--- config.mk ---
export PLATFORM = sky130hd
export DESIGN_NAME = i2c_cmdq_front
export DESIGN_NICKNAME = d
export VERILOG_FILES = /design/src/rtl/i2c_cmdq_pkg.sv /design/src/rtl/cmdq_fifo.sv /design/src/rtl/cmdq_regs.sv /design/src/rtl/i2c_cmdq_front.sv
export SDC_FILE = /design/constraint.sdc
export NUM_CORES = 1
export LEC_CHECK = 0
export BUFFER_PORTS_ARGS = -buffer_cell sky130_fd_sc_hd__buf_4
export CORE_MARGIN = 2
export CORE_UTILIZATION = 55
export DETAILED_ROUTE_END_ITERATION = 10
export PLACE_DENSITY = 0.74
export SYNTH_ARGS = -nofsm -noshare
export SYNTH_HDL_FRONTEND = slang
export SYNTH_SLANG_ARGS = --single-unit
--- constraint.sdc ---
create_clock -name clk -period 5.6 [get_ports clk]
set_input_delay 0.56 -clock clk [delete_from_list [all_inputs] [get_ports clk]]
set_output_delay 0.56 -clock clk [all_outputs]
set_load 0.005 [all_outputs]
--- src/rtl/i2c_cmdq_pkg.sv ---
package i2c_cmdq_pkg;

   localparam int REG_AW = 3;
   localparam int CMD_W  = 9;
   localparam int BYTE_W = 8;

   // register indexes; the data index is shared by pushes and pops
   localparam logic [REG_AW-1:0] RA_ENABLE = 3'd0;
   localparam logic [REG_AW-1:0] RA_DATA   = 3'd1;
   localparam logic [REG_AW-1:0] RA_TXTHR  = 3'd2;
   localparam logic [REG_AW-1:0] RA_RXTHR  = 3'd3;
   localparam logic [REG_AW-1:0] RA_TXLVL  = 3'd4;
   localparam logic [REG_AW-1:0] RA_RXLVL  = 3'd5;
   localparam logic [REG_AW-1:0] RA_PARAM  = 3'd6;

   // a read request carries no payload
   localparam logic [CMD_W-1:0] CMD_READ = 9'h100;

endpackage

--- src/rtl/cmdq_fifo.sv ---
module cmdq_fifo #(
   parameter int W     = 8,
   parameter int DEPTH = 8,
   localparam int AW   = $clog2(DEPTH),
   localparam int LW   = $clog2(DEPTH + 1)
) (
   input  logic          clk,
   input  logic          rst_n,
   input  logic          flush,
   input  logic          push,
   input  logic [W-1:0]  din,
   input  logic          pop,
   output logic [W-1:0]  dout,
   output logic [LW-1:0] level,
   output logic          empty,
   output logic          full
);

   initial begin
      if (DEPTH < 2 || DEPTH > 256) $fatal(1, "cmdq_fifo: DEPTH must lie in 2..256");
      if (W < 1) $fatal(1, "cmdq_fifo: W must be positive");
   end

   logic [W-1:0]  mem [DEPTH];
   logic [AW-1:0] wr_ptr, rd_ptr, wr_nxt, rd_nxt;
   logic          push_ok, pop_ok;

   assign empty   = (level == '0);
   assign full    = (level == LW'(DEPTH));
   // full is judged before any same-cycle pop, keeping it off the pop path
   assign push_ok = push && !full;
   assign pop_ok  = pop && !empty;
   assign dout    = mem[rd_ptr];

   generate
      if ((DEPTH & (DEPTH - 1)) == 0) begin : g_pow2
         assign wr_nxt = wr_ptr + AW'(1);
         assign rd_nxt = rd_ptr + AW'(1);
      end else begin : g_wrap
         assign wr_nxt = (wr_ptr == AW'(DEPTH - 1)) ? '0 : wr_ptr + AW'(1);
         assign rd_nxt = (rd_ptr == AW'(DEPTH - 1)) ? '0 : rd_ptr + AW'(1);
      end
   endgenerate

   always_ff @(posedge clk) begin
      if (push_ok) mem[wr_ptr] <= din;
   end

   always_ff @(posedge clk or negedge rst_n) begin
      if (!rst_n) begin
         wr_ptr <= '0;
         rd_ptr <= '0;
         level  <= '0;
      end else if (flush) begin
         wr_ptr <= '0;
         rd_ptr <= '0;
         level  <= '0;
      end else begin
         if (push_ok) wr_ptr <= wr_nxt;
         if (pop_ok)  rd_ptr <= rd_nxt;
         case ({push_ok, pop_ok})
            2'b10:   level <= level + LW'(1);
            2'b01:   level <= level - LW'(1);
            default: level <= level;
         endcase
      end
   end

   // the level never exceeds the depth
   a_r5_level_bound: assert property (@(posedge clk) disable iff (!rst_n)
      int'(level) <= DEPTH);

   // a push on a full queue with no pop leaves it full
   a_r9_full_drop: assert property (@(posedge clk) disable iff (!rst_n)
      (push && full && !pop && !flush) |=> full);

   // a simultaneous push and pop on a partly filled queue keep the level
   a_r5_level_steady: assert property (@(posedge clk) disable iff (!rst_n)
      (push && pop && !full && !empty && !flush) |=> $stable(level));

endmodule

--- src/rtl/cmdq_regs.sv ---
module cmdq_regs
   import i2c_cmdq_pkg::*;
#(
   parameter int TX_DEPTH = 8,
   parameter int RX_DEPTH = 8,
   localparam int TT_W    = $clog2(TX_DEPTH),
   localparam int RT_W    = $clog2(RX_DEPTH),
   localparam int TXL_W   = $clog2(TX_DEPTH + 1),
   localparam int RXL_W   = $clog2(RX_DEPTH + 1)
) (
   input  logic              clk,
   input  logic              rst_n,
   input  logic              reg_wr,
   input  logic [REG_AW-1:0] reg_addr,
   input  logic [31:0]       reg_wdata,
   input  logic [TXL_W-1:0]  tx_level,
   input  logic [RXL_W-1:0]  rx_level,
   input  logic [BYTE_W-1:0] rx_head,
   input  logic              rx_empty,
   output logic              enable,
   output logic [TT_W-1:0]   tx_thr,
   output logic [RT_W-1:0]   rx_thr,
   output logic [31:0]       reg_rdata
);

   localparam logic [31:0] PARAM_WORD =
      {8'h00, 8'(TX_DEPTH - 1), 8'(RX_DEPTH - 1), 8'h00};

   always_ff @(posedge clk or negedge rst_n) begin
      if (!rst_n) begin
         enable <= 1'b0;
         tx_thr <= '0;
         rx_thr <= '0;
      end else if (reg_wr) begin
         case (reg_addr)
            RA_ENABLE: enable <= reg_wdata[0];
            RA_TXTHR:  tx_thr <= (reg_wdata > 32'(TX_DEPTH - 1)) ?
                                 TT_W'(TX_DEPTH - 1) : reg_wdata[TT_W-1:0];
            RA_RXTHR:  rx_thr <= (reg_wdata > 32'(RX_DEPTH - 1)) ?
                                 RT_W'(RX_DEPTH - 1) : reg_wdata[RT_W-1:0];
            default: ;
         endcase
      end
   end

   always_comb begin
      case (reg_addr)
         RA_ENABLE: reg_rdata = {31'd0, enable};
         RA_DATA:   reg_rdata = rx_empty ? 32'd0 : {24'd0, rx_head};
         RA_TXTHR:  reg_rdata = 32'(tx_thr);
         RA_RXTHR:  reg_rdata = 32'(rx_thr);
         RA_TXLVL:  reg_rdata = 32'(tx_level);
         RA_RXLVL:  reg_rdata = 32'(rx_level);
         RA_PARAM:  reg_rdata = PARAM_WORD;
         default:   reg_rdata = 32'd0;
      endcase
   end

   // an oversized threshold write is stored as depth minus one
   a_r7_thr_clamp: assert property (@(posedge clk) disable iff (!rst_n)
      (reg_wr && reg_addr == RA_TXTHR && reg_wdata >= 32'(TX_DEPTH - 1))
      |=> (tx_thr == TT_W'(TX_DEPTH - 1)));

endmodule

--- src/rtl/i2c_cmdq_front.sv ---
module i2c_cmdq_front
   import i2c_cmdq_pkg::*;
#(
   parameter int TX_DEPTH = 8,
   parameter int RX_DEPTH = 8
) (
   input  logic        clk,
   input  logic        rst_n,
   input  logic        reg_wr,
   input  logic        reg_rd,
   input  logic [2:0]  reg_addr,
   input  logic [31:0] reg_wdata,
   output logic [31:0] reg_rdata,
   output logic        eng_cmd_valid,
   output logic [8:0]  eng_cmd,
   input  logic        eng_cmd_pop,
   input  logic        eng_rx_push,
   input  logic [7:0]  eng_rx_byte,
   output logic        tx_low_flag,
   output logic        rx_ready_flag,
   output logic        tx_over_pulse,
   output logic        rx_under_pulse,
   output logic        rx_over_pulse
);

   localparam int TT_W  = $clog2(TX_DEPTH);
   localparam int RT_W  = $clog2(RX_DEPTH);
   localparam int TXL_W = $clog2(TX_DEPTH + 1);
   localparam int RXL_W = $clog2(RX_DEPTH + 1);

   logic              enable;
   logic [TT_W-1:0]   tx_thr;
   logic [RT_W-1:0]   rx_thr;
   logic [TXL_W-1:0]  tx_level;
   logic [RXL_W-1:0]  rx_level;
   logic              tx_empty, tx_full, rx_empty, rx_full;
   logic [BYTE_W-1:0] rx_head;
   logic [CMD_W-1:0]  tx_din;
   logic              host_push, host_pop, eng_push_en, eng_pop_en;

   assign host_push   = reg_wr && (reg_addr == RA_DATA) && enable;
   assign host_pop    = reg_rd && (reg_addr == RA_DATA) && enable;
   assign eng_push_en = eng_rx_push && enable;
   assign eng_pop_en  = eng_cmd_pop && enable;
   assign tx_din      = reg_wdata[8] ? CMD_READ : {1'b0, reg_wdata[7:0]};

   cmdq_regs #(.TX_DEPTH(TX_DEPTH), .RX_DEPTH(RX_DEPTH)) u_regs (
      .clk(clk), .rst_n(rst_n), .reg_wr(reg_wr), .reg_addr(reg_addr),
      .reg_wdata(reg_wdata), .tx_level(tx_level), .rx_level(rx_level),
      .rx_head(rx_head), .rx_empty(rx_empty), .enable(enable),
      .tx_thr(tx_thr), .rx_thr(rx_thr), .reg_rdata(reg_rdata)
   );

   cmdq_fifo #(.W(CMD_W), .DEPTH(TX_DEPTH)) u_txq (
      .clk(clk), .rst_n(rst_n), .flush(!enable), .push(host_push),
      .din(tx_din), .pop(eng_pop_en), .dout(eng_cmd), .level(tx_level),
      .empty(tx_empty), .full(tx_full)
   );

   cmdq_fifo #(.W(BYTE_W), .DEPTH(RX_DEPTH)) u_rxq (
      .clk(clk), .rst_n(rst_n), .flush(!enable), .push(eng_push_en),
      .din(eng_rx_byte), .pop(host_pop), .dout(rx_head), .level(rx_level),
      .empty(rx_empty), .full(rx_full)
   );

   assign eng_cmd_valid = !tx_empty;
   assign tx_low_flag   = (32'(tx_level) <= 32'(tx_thr));
   assign rx_ready_flag = (32'(rx_level) >  32'(rx_thr));

   always_ff @(posedge clk or negedge rst_n) begin
      if (!rst_n) begin
         tx_over_pulse  <= 1'b0;
         rx_under_pulse <= 1'b0;
         rx_over_pulse  <= 1'b0;
      end else begin
         tx_over_pulse  <= host_push && tx_full;
         rx_under_pulse <= host_pop && rx_empty;
         rx_over_pulse  <= eng_push_en && rx_full;
      end
   end

   // a read request never carries payload bits to the engine
   a_r3_read_cmd_clean: assert property (@(posedge clk) disable iff (!rst_n)
      (eng_cmd_valid && eng_cmd[8]) |-> (eng_cmd[7:0] == 8'h00));

   // a data read on an empty receive queue is reported next cycle
   a_r4_under_pulse: assert property (@(posedge clk) disable iff (!rst_n)
      (reg_rd && reg_addr == RA_DATA && enable && rx_level == '0)
      |=> rx_under_pulse);

   // an engine push on a full receive queue is reported next cycle
   a_r10_over_pulse: assert property (@(posedge clk) disable iff (!rst_n)
      (eng_rx_push && enable && rx_level == RXL_W'(RX_DEPTH)) |=> rx_over_pulse);

   // a cleared enable bit leaves both queues empty after the edge
   a_r11_flush_empty: assert property (@(posedge clk) disable iff (!rst_n)
      !enable |=> (tx_level == '0 && rx_level == '0));

endmodule

After elaboration in Yosys (flattened, before gate mapping)
Memory sizes are Yosys's and may differ from the RTL's. Cells that the tools add are included.

Reduce and logical (&&, ||, !) cells: 23. Add/subtract/negate cells: 8. Eq/ne operators: 18. Order comparisons: 3. Muxes and demuxes: 20.

Operators with widths (count): 32-bit case mux with 7 select lines (1); 32-bit by 3-bit greater-than comparator with 1-bit output, second input constant (1); 3-bit 2-to-1 mux (9); 4-bit case mux with 2 select lines (2); 1-bit logical AND (13); 3-bit by 1-bit adder with 3-bit output, second input constant (4); 3-bit equality test, second input constant (3); 9-bit 2-to-1 mux (1); 4-bit by 1-bit adder with 4-bit output, second input constant (2); 4-bit equality test, second input constant (2); 4-bit zero test (2); 4-bit 2-to-1 mux (2); 8-bit 2-to-1 mux (1); 2-bit by 1-bit inequality test with 1-bit output, second input constant (4); 4-bit by 1-bit subtractor with 4-bit output, second input constant (2); 3-bit by 2-bit equality test with 1-bit output, second input constant (2); 3-bit by 1-bit inequality test with 1-bit output, second input constant (2); 2-bit AND reduction (3); 2-bit by 1-bit equality test with 1-bit output, second input constant (2); 2-bit equality test, second input constant (2); 4-bit by 3-bit greater-than comparator with 1-bit output (1); 4-bit by 3-bit less-or-equal comparator with 1-bit output (1); 1-bit zero test (4); 1-bit 2-to-1 mux (4); other kinds (2) (2).

Register bits after elaboration: 30. RAM bits: 136. Input port bits: 49. Memories kept: 2. Output and inout port bits: 47.

Memories: u_txq.mem (words 8, width 9, read ports 1, clocked after Yosys merged registers in 0, wr ports 1, RTL line cmdq_fifo.sv:24) `logic [W-1:0] mem [DEPTH];`; u_rxq.mem (words 8, width 8, read ports 1, clocked after Yosys merged registers in 0, wr ports 1, RTL line cmdq_fifo.sv:24).

Longest topological paths before layout
Word-level depth: 7. Depth in mapped cells: 12. Mapped depth without buffers: 9.

By module
Synthesis repeated with hierarchy kept, for this count alone.

Cells, all modules: 499. Area total of the unflattened synthesis: 7688.6 um2.

Modules (own cells, without submodules): cmdq_fifo at u_txq (cells an instance 185, instances 1, area an instance 3388.2 um2); cmdq_fifo at u_rxq (cells an instance 172, instances 1, area an instance 3136.8 um2); cmdq_regs (cells an instance 98, instances 1, area an instance 804.5 um2); i2c_cmdq_front (cells an instance 44, instances 1, area an instance 359.1 um2).

Least setup slack after synthesis
Ideal clock, no wire load.

Kind: input to register. Start: input reg_addr[1]. End: memory u_txq.mem[0][0] (netlist name) (enable). Arrival: 2211 ps. Stages on the path: 4. Data required time: 5201 ps. Buffers on the path: 1. Path slack: 2990 ps. Path through: clkbuf_1 > and4bb_2 > nand3_2 > nor4_1.

Longest elaborated chain between the ends: 6.

Ends and longest elaborated chain: start, declared (RTL line i2c_cmdq_front.sv:11) `input logic [2:0] reg_addr,`; 3-bit by 1-bit equality test with 1-bit output (RTL line i2c_cmdq_front.sv:41) `assign host_push = reg_wr && (reg_addr == RA_DATA) && enable;`; 1-bit logical AND (2 in a row) (RTL line i2c_cmdq_front.sv:41); 1-bit logical AND (RTL line cmdq_fifo.sv:31) `assign push_ok = push && !full;`; 1-bit 2-to-1 mux (RTL line cmdq_fifo.sv:46) `if (push_ok) mem[wr_ptr] <= din;`; 1-bit 2-to-1 mux (not written as such) (RTL line cmdq_fifo.sv:46); end, declared (RTL line cmdq_fifo.sv:24).

Every way passes these cells.

Worst setup path in the final report
Start: register u_rxq.rd_ptr[0]. End: output reg_rdata[0].

Longest elaborated chain between the ends: 3.

Ends and longest elaborated chain: start, declared (RTL line cmdq_fifo.sv:25) `logic [AW-1:0] wr_ptr, rd_ptr, wr_nxt, rd_nxt;`; start signal, assigned (RTL line cmdq_fifo.sv:60) `if (pop_ok) rd_ptr <= rd_nxt;`; memory 8 x 8 bit; 8-bit 2-to-1 mux (RTL line cmdq_regs.sv:49) `RA_DATA: reg_rdata = rx_empty ? 32'd0 : {24'd0, rx_head};`; 32-bit case mux with 7 select lines (RTL line cmdq_regs.sv:47) `case (reg_addr)`; end, declared (RTL line i2c_cmdq_front.sv:13) `output logic [31:0] reg_rdata,`.

Every way passes these cells.

==> flow_summary.ini <==
[global_routing]
grt_pass1_wl_um = 23000
grt_max_degree = 31
gr-total-overflow = 0
track_usage = 0.215
grt_pass1_vias = 4352
antenna_found_initial = 0

[timing]
fin_crit_ns = 3.37
hold_viol_final = 0
max_slew_margin = 0.182
tightest_slew_ns = 1.22
rsz0062_at_grt = no
fmax_mhz = 296
drv_slew = 0
setup-violations-final = 0
final.setup.tns_ns = 0
fin_skew_ns = 0.00801
post-route-period-util = 0.602

[setup_path]
reg2reg_setup_slack_ns = 2.79
critPathRequiredTime_ns = 5.04
max_stage_delay_ns = 1.06
cp_num_buf_inv = 1
crit_chain = mux4_2, mux2_2, nand3_1, o221ai_1, buf_4
crit_family = flip-flops
arrival_ns = 2.81
crit_type = reg2out
endpoint_kind = output pin
slowest_stage = dfrtp_1
startpoint_type = register
cp_max_fo = 19

[clock_network]
cts_setup_buffers = 0
cts_buffers = 17
cts_sinks = 166
clk-insertion-delay-late_ns = 0.43
cts-resized-gates = 0
cts.clk_slew.worst_paths_ns = 0.06
cts_root_buffer = clkbuf_16
cts_max_level = 4
cts_hold_buffers = 0
cts_buffer_depth = 2
cts_tree = built

[floorplanning]
initial_utilization = 0.565
die-height_um = 121
core_um2 = 13300
die-width_um = 121
row_count = 42
die_area_um2 = 14600
io_pins = 96

[logic_synthesis]
synth_ff_type = edfxtp_1
syn_area_per_cell_um2 = 15.3
synth-edff-count = 136
ys_ff_latch = 166
syn_area_um2 = 7510
ys_types = 55
ys_warn_count = 0
syn_inst = 491
synthArstFlopShare = 0.181
yosysSeqAreaShare = 0.644

[power_and_ir_drop]
p_int_mw = 2.31
clockPowerShare = 0.372
powerDensity_nw_per_um2 = 356
peakVddDrop_v = 0.000225
pwr-share-comb = 0.164
seq_power_share = 0.465
p_switching_uw = 800
switching_share = 0.257
leakagePower_nw = 3.13

[min_path]
hold_path.class = in2async

[place]
placed_cells = 716
routabilityCongestion = 0.859
place_area_um2 = 8130
port_buffers = 77
dp_hpwl_um = 9670

[route]
drc = 0
viasPerCell = 5.73
drt-initial-drc-count = 519
drt-pass1-iter-count = 5
postRouteAntennaNets = 0
detail_route.wl_per_cell_um = 19.3
wirelength_um = 14400
vias = 4283

[flow_run]
drv_cap = 0

[layout]
fin_nets = 620
diodes = 0
final_area_um2 = 8730
num-fill-cells = 953
drive_gt1_frac = 0.294
area_growth_pct = 16.3
instances_no_fill = 748

[run_status]
status = finished clean
cell type report:
| type | count | area [um^2] | area share |
|---|---|---|---|
| Clock buffer | 18 | 429 | 0.0492 |
| Clock inverter | 14 | 166 | 0.0191 |
| Inverter | 9 | 33.8 | 0.00387 |
| Multi-Input combinational cell | 281 | 2410 | 0.276 |
| Sequential cell | 166 | 4830 | 0.554 |
| Tap cell | 176 | 220 | 0.0252 |
| Timing Repair Buffer | 84 | 631 | 0.0723 |
worst reg2reg max path, stage by stage, from the launching register on:
cell     delay, ns
dfrtp_1       0.80
and2_0        0.41
and3_1        0.34
nand2_1       0.10
xnor2_1       0.14
ha_1          0.22
nor2_1        0.09
nand4_1       0.11
and3_1        0.22
o31a_1        0.27
cells in the mapped netlist (all sizes together), types with 2 or more instances:
cell type    n  share of area
edfxtp     136           0.54
buf         34          0.032
mux4        34           0.10
dfrtp       30           0.10
nor2        29          0.015
nand2       26          0.013
mux2i       20          0.027
clkbuf      18         0.0090
nor3        18          0.012
ha          12          0.020
o21ai       12         0.0080
nor2b       11         0.0092
mux2        10          0.015
nand3       10         0.0073
a21oi        9         0.0060
inv          9         0.0045
nand2b       9         0.0075
nand4        9         0.0075
nor4         8         0.0067
xnor2        7         0.0082
xor2         4         0.0047
and3         3         0.0025
a211oi       2         0.0020
a221oi       2         0.0023
and2         2         0.0017
o22a         2         0.0023
or4b         2         0.0027
metrics by stage:
| stage | hold slack (ns) | power [mW] | utilization | worst slack (ns) |
|---|---|---|---|---|
| after floorplan | 0.264 | 1.82 | - | 2.99 |
| after global placement | 0.504 | 1.96 | 0.611 | 2.60 |
| after detailed placement | 0.510 | 1.98 | 0.611 | 2.53 |
| after global routing | 0.0779 | 3.23 | 0.656 | 2.05 |
| after CTS | 0.0649 | 3.13 | 0.656 | 2.17 |
| final | 0.0539 | 3.11 | 0.656 | 2.23 |
cell families (layout without fill, tap and decap cells):
logic type               after synthesis  in the layout  share of synthesized area
multiplexers                          64             64                      0.144
other                                  1             18                   0.000500
AND/OR/NAND/NOR                      134            134                     0.0943
AO/OA/AOI/OAI                         42             42                     0.0387
adder cells (fa/ha/maj)               12             12                     0.0200
flip-flops                           166            166                      0.644
buffers and inverters                 61            125                     0.0458
XOR/XNOR                              11             11                     0.0128
sequential cells by signal (all words and copies together), names as in the netlist:
| register | count |
|---|---|
| u_regs.enable | 1 |
| u_rxq.mem | 64 |
| u_regs.rx_thr | 3 |
| u_txq.mem | 72 |
| u_regs.tx_thr | 3 |
| u_txq.rd_ptr | 3 |
| tx_over_pulse | 1 |
| u_txq.level | 4 |
| u_rxq.level | 4 |
| rx_under_pulse | 1 |
| u_rxq.wr_ptr | 3 |
| rx_over_pulse | 1 |
| u_txq.wr_ptr | 3 |
| u_rxq.rd_ptr | 3 |
worst paths after layout:
check | startpoint | to | cells after the start
setup / recovery | u_rxq.rd_ptr[0] | reg_rdata[0] | 5
hold / removal | rst_n | u_regs.tx_thr[0] | 1
setup reg to reg | u_regs.enable | u_rxq.level[2] | 9
hold reg to reg | u_regs.rx_thr[2] | u_regs.rx_thr[2] | 2
max in group asynchronous | rst_n | u_txq.rd_ptr[0] | 1
min in group clk | eng_rx_byte[1] | u_rxq.mem[2][1] | 1
placed cells by master, fill, tap and decap left out, drive strengths merged, types with 2 or more instances in the layout:
cell      instances
a211oi            2
a21oi             9
a221oi            2
and2              2
and3              3
buf              84
bufinv            2
clkbuf           18
clkinv            4
clkinvlp          2
conb             18
dfrtp            30
edfxtp          136
ha               12
inv              15
mux2             10
mux2i            20
mux4             34
nand2            26
nand2b            9
nand3            10
nand4             9
nor2             29
nor2b            11
nor3             18
nor4              8
o21ai            12
o22a              2
or4b              2
xnor2             7
xor2              4
power by group through the flow:
stage	Clock, mW	Combinational, mW	Sequential [mW]
6_report	1.15	0.508	1.44
5_1_grt	1.22	0.558	1.45
4_1_cts	1.18	0.512	1.44
3_5_place_dp	0	0.509	1.47
3_3_place_gp	0	0.493	1.47
2_1_floorplan	0	0.396	1.42
per-layer routing:
metal  global-route usage  part of all wire  up-vias  wire length (um)
met1                0.267              0.40     2125              5830
li1                     -                 -     1991                 -
met3               0.0481             0.052       28               751
met2                0.365              0.52      139              7520
met4               0.0894             0.022        0               316
met5                    0                 0        -                 0
(Power assumes the default switching activity.)
